`config.mk`:
```
export PLATFORM = sky130hd
export DESIGN_NAME = dskreq_ctrl
export DESIGN_NICKNAME = d
export VERILOG_FILES = /design/src/rtl/dskreq_pkg.sv /design/src/rtl/dskreq_regfile.sv /design/src/rtl/dskreq_fsm.sv /design/src/rtl/dskreq_ctrl.sv
export SDC_FILE = /design/constraint.sdc
export NUM_CORES = 1
export LEC_CHECK = 0
export BUFFER_PORTS_ARGS = -buffer_cell sky130_fd_sc_hd__buf_2
export CAP_MARGIN = 10
export CORE_MARGIN = 1
export CORE_UTILIZATION = 50
export CTS_CLUSTER_DIAMETER = 150
export CTS_CLUSTER_SIZE = 10
export DETAILED_ROUTE_END_ITERATION = 12
export PLACE_DENSITY = 0.84
export SYNTH_ARGS = -nofsm -noshare
export SYNTH_HDL_FRONTEND = slang
export SYNTH_SLANG_ARGS = --single-unit
```
`constraint.sdc`:
```
create_clock -name clk -period 1.3 [get_ports clk]
set_input_delay 0.195 -clock clk [delete_from_list [all_inputs] [get_ports clk]]
set_output_delay 0.195 -clock clk [all_outputs]
set_load 0.02 [all_outputs]
```
`src/rtl/dskreq_pkg.sv`:
```
package dskreq_pkg;

    localparam int BYTE_W          = 8;
    localparam int NUM_PARAM_BYTES = 8;
    localparam int SECTOR_BYTES    = 512;

    localparam int OFS_DMA_LO   = 0;
    localparam int OFS_DMA_HI   = 1;
    localparam int OFS_SEC_LO   = 2;
    localparam int OFS_SEC_HI   = 3;
    localparam int OFS_TRK_LO   = 4;
    localparam int OFS_TRK_HI   = 5;
    localparam int OFS_DRIVE    = 6;
    localparam int OFS_BANK     = 7;
    localparam int OFS_GO_READ  = 8;
    localparam int OFS_GO_WRITE = 9;

    typedef enum logic [1:0] {
        ST_IDLE  = 2'd0,
        ST_ISSUE = 2'd1,
        ST_DONE  = 2'd2
    } dskreq_state_t;

    typedef struct packed {
        logic [15:0] dma_addr;
        logic [7:0]  bank;
        logic [15:0] sector;
        logic [15:0] track;
        logic [7:0]  drive;
    } dskreq_params_t;

endpackage

```
`src/rtl/dskreq_regfile.sv`:
```
module dskreq_regfile
    import dskreq_pkg::*;
#(
    parameter int PORT_W  = 4,
    parameter bit BANK_EN = 1'b1
) (
    input  logic                 clk,
    input  logic                 rst_n,
    input  logic [PORT_W-1:0]    io_port,
    input  logic                 io_wr,
    input  logic [BYTE_W-1:0]    io_wdata,
    output dskreq_params_t       params
);

    logic [BYTE_W-1:0] byte_q [NUM_PARAM_BYTES];

    for (genvar gi = 0; gi < NUM_PARAM_BYTES; gi++) begin : g_byte
        if (gi == OFS_BANK && !BANK_EN) begin : g_tied
            assign byte_q[gi] = '0;
        end else begin : g_reg
            logic [BYTE_W-1:0] q;
            logic              hit;
            assign hit = io_wr && (io_port == PORT_W'(gi));
            always_ff @(posedge clk or negedge rst_n) begin
                if (!rst_n)   q <= '0;
                else if (hit) q <= io_wdata;
            end
            assign byte_q[gi] = q;
        end
    end

    always_comb begin
        params.dma_addr = {byte_q[OFS_DMA_HI], byte_q[OFS_DMA_LO]};
        params.sector   = {byte_q[OFS_SEC_HI], byte_q[OFS_SEC_LO]};
        params.track    = {byte_q[OFS_TRK_HI], byte_q[OFS_TRK_LO]};
        params.drive    = byte_q[OFS_DRIVE];
        params.bank     = byte_q[OFS_BANK];
    end


    hold_without_write_chk: assert property (@(posedge clk) disable iff (!rst_n)
        !io_wr |=> $stable(params));


    dma_lo_write_chk: assert property (@(posedge clk) disable iff (!rst_n)
        (io_wr && io_port == PORT_W'(OFS_DMA_LO)) |=>
            (params.dma_addr[7:0] == $past(io_wdata)) && $stable(params.dma_addr[15:8]));

endmodule

```
`src/rtl/dskreq_fsm.sv`:
```
module dskreq_fsm
    import dskreq_pkg::*;
#(
    parameter int PORT_W = 4
) (
    input  logic              clk,
    input  logic              rst_n,
    input  logic [PORT_W-1:0] io_port,
    input  logic              io_rd,
    output logic              io_wait,
    output logic [BYTE_W-1:0] io_rdata,
    output logic              req_valid,
    output logic              req_write,
    input  logic              rsp_ack,
    input  logic [BYTE_W-1:0] rsp_status
);

    dskreq_state_t     state_q, state_d;
    logic              dir_q;
    logic [BYTE_W-1:0] status_q;
    logic              go_rd, go_wr, go_any;

    assign go_rd  = io_rd && (io_port == PORT_W'(OFS_GO_READ));
    assign go_wr  = io_rd && (io_port == PORT_W'(OFS_GO_WRITE));
    assign go_any = go_rd || go_wr;

    always_comb begin
        state_d = state_q;
        unique case (state_q)
            ST_IDLE:  if (go_any)  state_d = ST_ISSUE;
            ST_ISSUE: if (rsp_ack) state_d = ST_DONE;
            ST_DONE:  if (!io_rd)  state_d = ST_IDLE;
            default:               state_d = ST_IDLE;
        endcase
    end

    always_ff @(posedge clk or negedge rst_n) begin
        if (!rst_n) begin
            state_q  <= ST_IDLE;
            dir_q    <= 1'b0;
            status_q <= '0;
        end else begin
            state_q <= state_d;
            if (state_q == ST_IDLE && go_any) dir_q    <= go_wr;
            if (state_q == ST_ISSUE && rsp_ack) status_q <= rsp_status;
        end
    end

    always_comb begin
        req_valid = (state_q == ST_ISSUE);
        req_write = dir_q;
        io_wait   = (state_q == ST_ISSUE) || (state_q == ST_IDLE && go_any);
        io_rdata  = (state_q == ST_DONE) ? status_q : '0;
    end


    launch_dir_chk: assert property (@(posedge clk) disable iff (!rst_n)
        (state_q == ST_IDLE && go_wr) |=> req_valid && req_write);


    plain_read_no_wait_chk: assert property (@(posedge clk) disable iff (!rst_n)
        (state_q == ST_IDLE && io_rd && !go_any) |-> !io_wait);


    ack_drops_valid_chk: assert property (@(posedge clk) disable iff (!rst_n)
        (req_valid && rsp_ack) |=> !req_valid);


    status_return_chk: assert property (@(posedge clk) disable iff (!rst_n)
        (req_valid && rsp_ack) |=> !io_wait && io_rdata == $past(rsp_status));

endmodule

```
`src/rtl/dskreq_ctrl.sv`:
```
module dskreq_ctrl
    import dskreq_pkg::*;
#(
    parameter int PORT_W  = 4,
    parameter bit BANK_EN = 1'b1
) (
    input  logic              clk,
    input  logic              rst_n,
    input  logic [PORT_W-1:0] io_port,
    input  logic              io_wr,
    input  logic              io_rd,
    input  logic [7:0]        io_wdata,
    output logic [7:0]        io_rdata,
    output logic              io_wait,
    output logic              req_valid,
    output logic              req_write,
    output logic [15:0]       req_dma_addr,
    output logic [7:0]        req_bank,
    output logic [15:0]       req_sector,
    output logic [15:0]       req_track,
    output logic [7:0]        req_drive,
    input  logic              rsp_ack,
    input  logic [7:0]        rsp_status
);

    dskreq_params_t params;

    dskreq_regfile #(.PORT_W(PORT_W), .BANK_EN(BANK_EN)) u_regs (
        .clk      (clk),
        .rst_n    (rst_n),
        .io_port  (io_port),
        .io_wr    (io_wr),
        .io_wdata (io_wdata),
        .params   (params)
    );

    dskreq_fsm #(.PORT_W(PORT_W)) u_fsm (
        .clk        (clk),
        .rst_n      (rst_n),
        .io_port    (io_port),
        .io_rd      (io_rd),
        .io_wait    (io_wait),
        .io_rdata   (io_rdata),
        .req_valid  (req_valid),
        .req_write  (req_write),
        .rsp_ack    (rsp_ack),
        .rsp_status (rsp_status)
    );

    assign req_dma_addr = params.dma_addr;
    assign req_bank     = params.bank;
    assign req_sector   = params.sector;
    assign req_track    = params.track;
    assign req_drive    = params.drive;


    req_hold_chk: assert property (@(posedge clk) disable iff (!rst_n)
        (req_valid && !rsp_ack) |=> req_valid && $stable(params) && $stable(req_write));


    wait_while_pending_chk: assert property (@(posedge clk) disable iff (!rst_n)
        req_valid |-> io_wait);

endmodule

```
==> impl_metrics.toml <==
[place]
pre_cts_ws_ns = -0.1388
dp.cells = 364
gp_congestion = 0.8293
io_buffer_count = 99
dp_hpwl_um = 4647

[die]
core_region_area_um2 = 5608
ioPinCount = 100
placementRows = 27
dieArea_um2 = 6240
die_y_um = 79.00
initial_core_util_pct = 52.86
die_w_um = 79.00

[drt]
initialDrtViolationCount = 44
vias = 1926
wl_per_cell_um = 16.57
dr.pass1.iters = 4
drt-total-wl_um = 6330
drc = 0
viasPerCell = 5.042
final_antenna_net_count = 0

[yosys]
synth_warnings = 0
syn-num-nets = 207
yosysSeqAreaShare_pct = 63.32
synth_area_um2 = 2964
synthDominantAreaCellType = "dfrtp_1"
synth_top_cell_area_share_pct = 63.32
ys_types = 21
ys_ff_latch = 75
postSynthCellCount = 182
synth.area.top_cells = "dfrtp_1 (63%), mux2_2 (25%), mux2_4 (4.1%)"
syn_avg_cell_area_um2 = 16.29

[status]
status = "finished, violations left"
violations = "setup timing"

[pwr]
p_comb_share_pct = 28.6
power_density_nw_per_um2 = 1748
sw_frac_of_total_pct = 32.84
clockPowerShare_pct = 25.7
p_sw_uw = 2287
ir_worst_vdd_v = 0.0008633
p_int_uw = 4677
pwr-share-seq_pct = 45.8
leakagePower_uw = 0.002019

[finish]
diodes = 0
layout-drive-gt1-share_pct = 68.39
syn2layout_area_growth_pct = 34.40
fin_cells = 382
multi_input_area_um2 = 1082
nets = 330
fillers = 391
ff_latch_area_um2 = 1877

[sta]
max_freq_ghz = 0.6416
worst_hold_slack_ns = 0.06733
rsz0062_at_grt = "yes"
fin_crit_sh_pct = 119.9
slew_headroom_pct = 86.42
worst_pin_slew_ns = 0.2028
fin_worst_skew_ns = 0.006667
setup_ws_ns = -0.2585
setup_viol = 11
hold_viol_final = 0
fin_tns_setup_ns = -1.861
timing.final.max_slew_violations = 0
fin_crit_ns = 1.558

[cts]
clock_latency_ns = 0.35
cts.htree.levels = 3
cts_tree = "built"
clock_path_buffers = 2
clkSinkCount = 75
path_clk_slew_ns = 0.07
cts_root_buffer = "clkbuf_8"
cts_inserted_buffers = 9

[global_routing]
antenna_found_initial = 0
grt_pass1_wl_um = 10010
grt_max_degree = 37
grt-ovfl-total = 0
grt_pass1_vias = 1929
grt_usage_pct = 21.93

[flow_run]
cap_violations = 0

[worst_setup_path]
crit_type = "flop to output pin"
cp_max_fo = 3
cp-end-kind = "output pin"
cp-start-kind = "flop"
worstPathArrival_ns = 1.36
cp.required_ns = 1.11

[min_path]
worst_hold_path_type = "input port to flop"
==> through the flow <==
stage	cell area, um2	power (uW)	util, %
3_3_place_gp	3707	5129	66.11
6_report	3984	6964	71.04
4_1_cts	3936	7004	70.19
2_1_floorplan	2967	4403	-
3_5_place_dp	3707	5211	66.11
5_1_grt	3984	7306	71.04
==> path summary, 6_finish.rpt <==
path	startpoint	to	slack (ns)	cells after the start
setup / recovery	u_fsm.state_q[1]	io_wait	-0.26	4
hold / removal	io_rd	u_fsm.state_q[1]	0.07	3
setup reg to reg	u_fsm.state_q[1]	u_fsm.req_write	-0.03	4
hold reg to reg	u_regs.g_byte[5].g_reg.q[3]	u_regs.g_byte[5].g_reg.q[3]	0.50	1
max in group asynchronous	rst_n	u_regs.g_byte[0].g_reg.q[3]	0.62	3
min in group asynchronous	rst_n	u_regs.g_byte[3].g_reg.q[7]	0.24	2
==> power groups by stage <==
stage | Clock, uW | Sequential, uW | Combinational, uW
floorplan | 0 | 3790 | 612
global placement | 0 | 3200 | 1930
detailed placement | 0 | 3230 | 1980
CTS | 1820 | 3180 | 2000
global route | 1920 | 3260 | 2120
finish | 1790 | 3190 | 1990
==> worst max-delay path: stages (launching register included) <==
cell and delay (ns):
dfrtp_1 0.41, nor4_2 0.27, nand3_1 0.13, nand2_1 0.09
buf_6 0.12
==> flip-flops by register name, indices dropped and copies added (netlist names) <==
name	cells
u_fsm.state_q	2
u_fsm.req_write	1
u_fsm.status_q	8
u_regs.g_byte.g_reg.q	64
==> cell type report <==
class	instances	share of cell area, %
well taps	72	2.261
multi-input cells	102	27.17
inverters	1	0.09422
flip-flops and latches	75	47.11
clock inverters	7	1.916
clock buffers	9	3.109
repair buffers	116	18.34
==> timing repair <==
action / 4_1_cts / 5_1_grt
hold buffers: 1 / 0
endpoints found under the hold margin: 75 / 0
setup endpoints to repair: 10 / 19
pin swaps: 3 / 1
buffers inserted: 1 / 1
resized for setup: 4 / 14
==> routing by layer <==
| metal | global-route usage [%] | part of all wire, % |
|---|---|---|
| met4 | 10.55 | 2.1 |
| met1 | 29.44 | 45 |
| met3 | 5.517 | 4.0 |
| met2 | 33.45 | 49 |
| met5 | 0 | 0 |
==> Yosys cell counts <==
library cell,count
dfrtp_1,75
mux2_2,65
and2_1,8
mux2_4,8
nand2_1,6
buf_2,3
nand3b_1,2
nor3b_4,2
and3_1,1
buf_4,1
inv_1,1
nand2b_1,1
nand3_1,1
nand3b_4,1
nor2_1,1
nor2_2,1
nor2b_1,1
nor3b_2,1
nor4_1,1
o21ai_0,1
or3_1,1
==> cell usage in the layout (no fill, tap or decap), drive strengths merged <==
cell and n:
buf 115, dfrtp 75, mux2 73, clkbuf 9, and2 8, nand2 6, nand3b 3, nor3b 3
inv 3, clkinvlp 2, nor2 2, clkinv 2, nor2b 1, nand2b 1, nor4 1, nand3 1
o21ai 1, or3 1, and3 1, bufinv 1, dlygate4sd3 1
==> logic make-up after synthesis <==
kind of cell | share of synthesized area [%]
buffers and inverters | 0.8863
AND/OR/NAND/NOR | 6.881
flip-flops | 63.32
multiplexers | 28.75
AO/OA/AOI/OAI | 0.1687
Note: power is estimated with default switching activity, not from simulation.
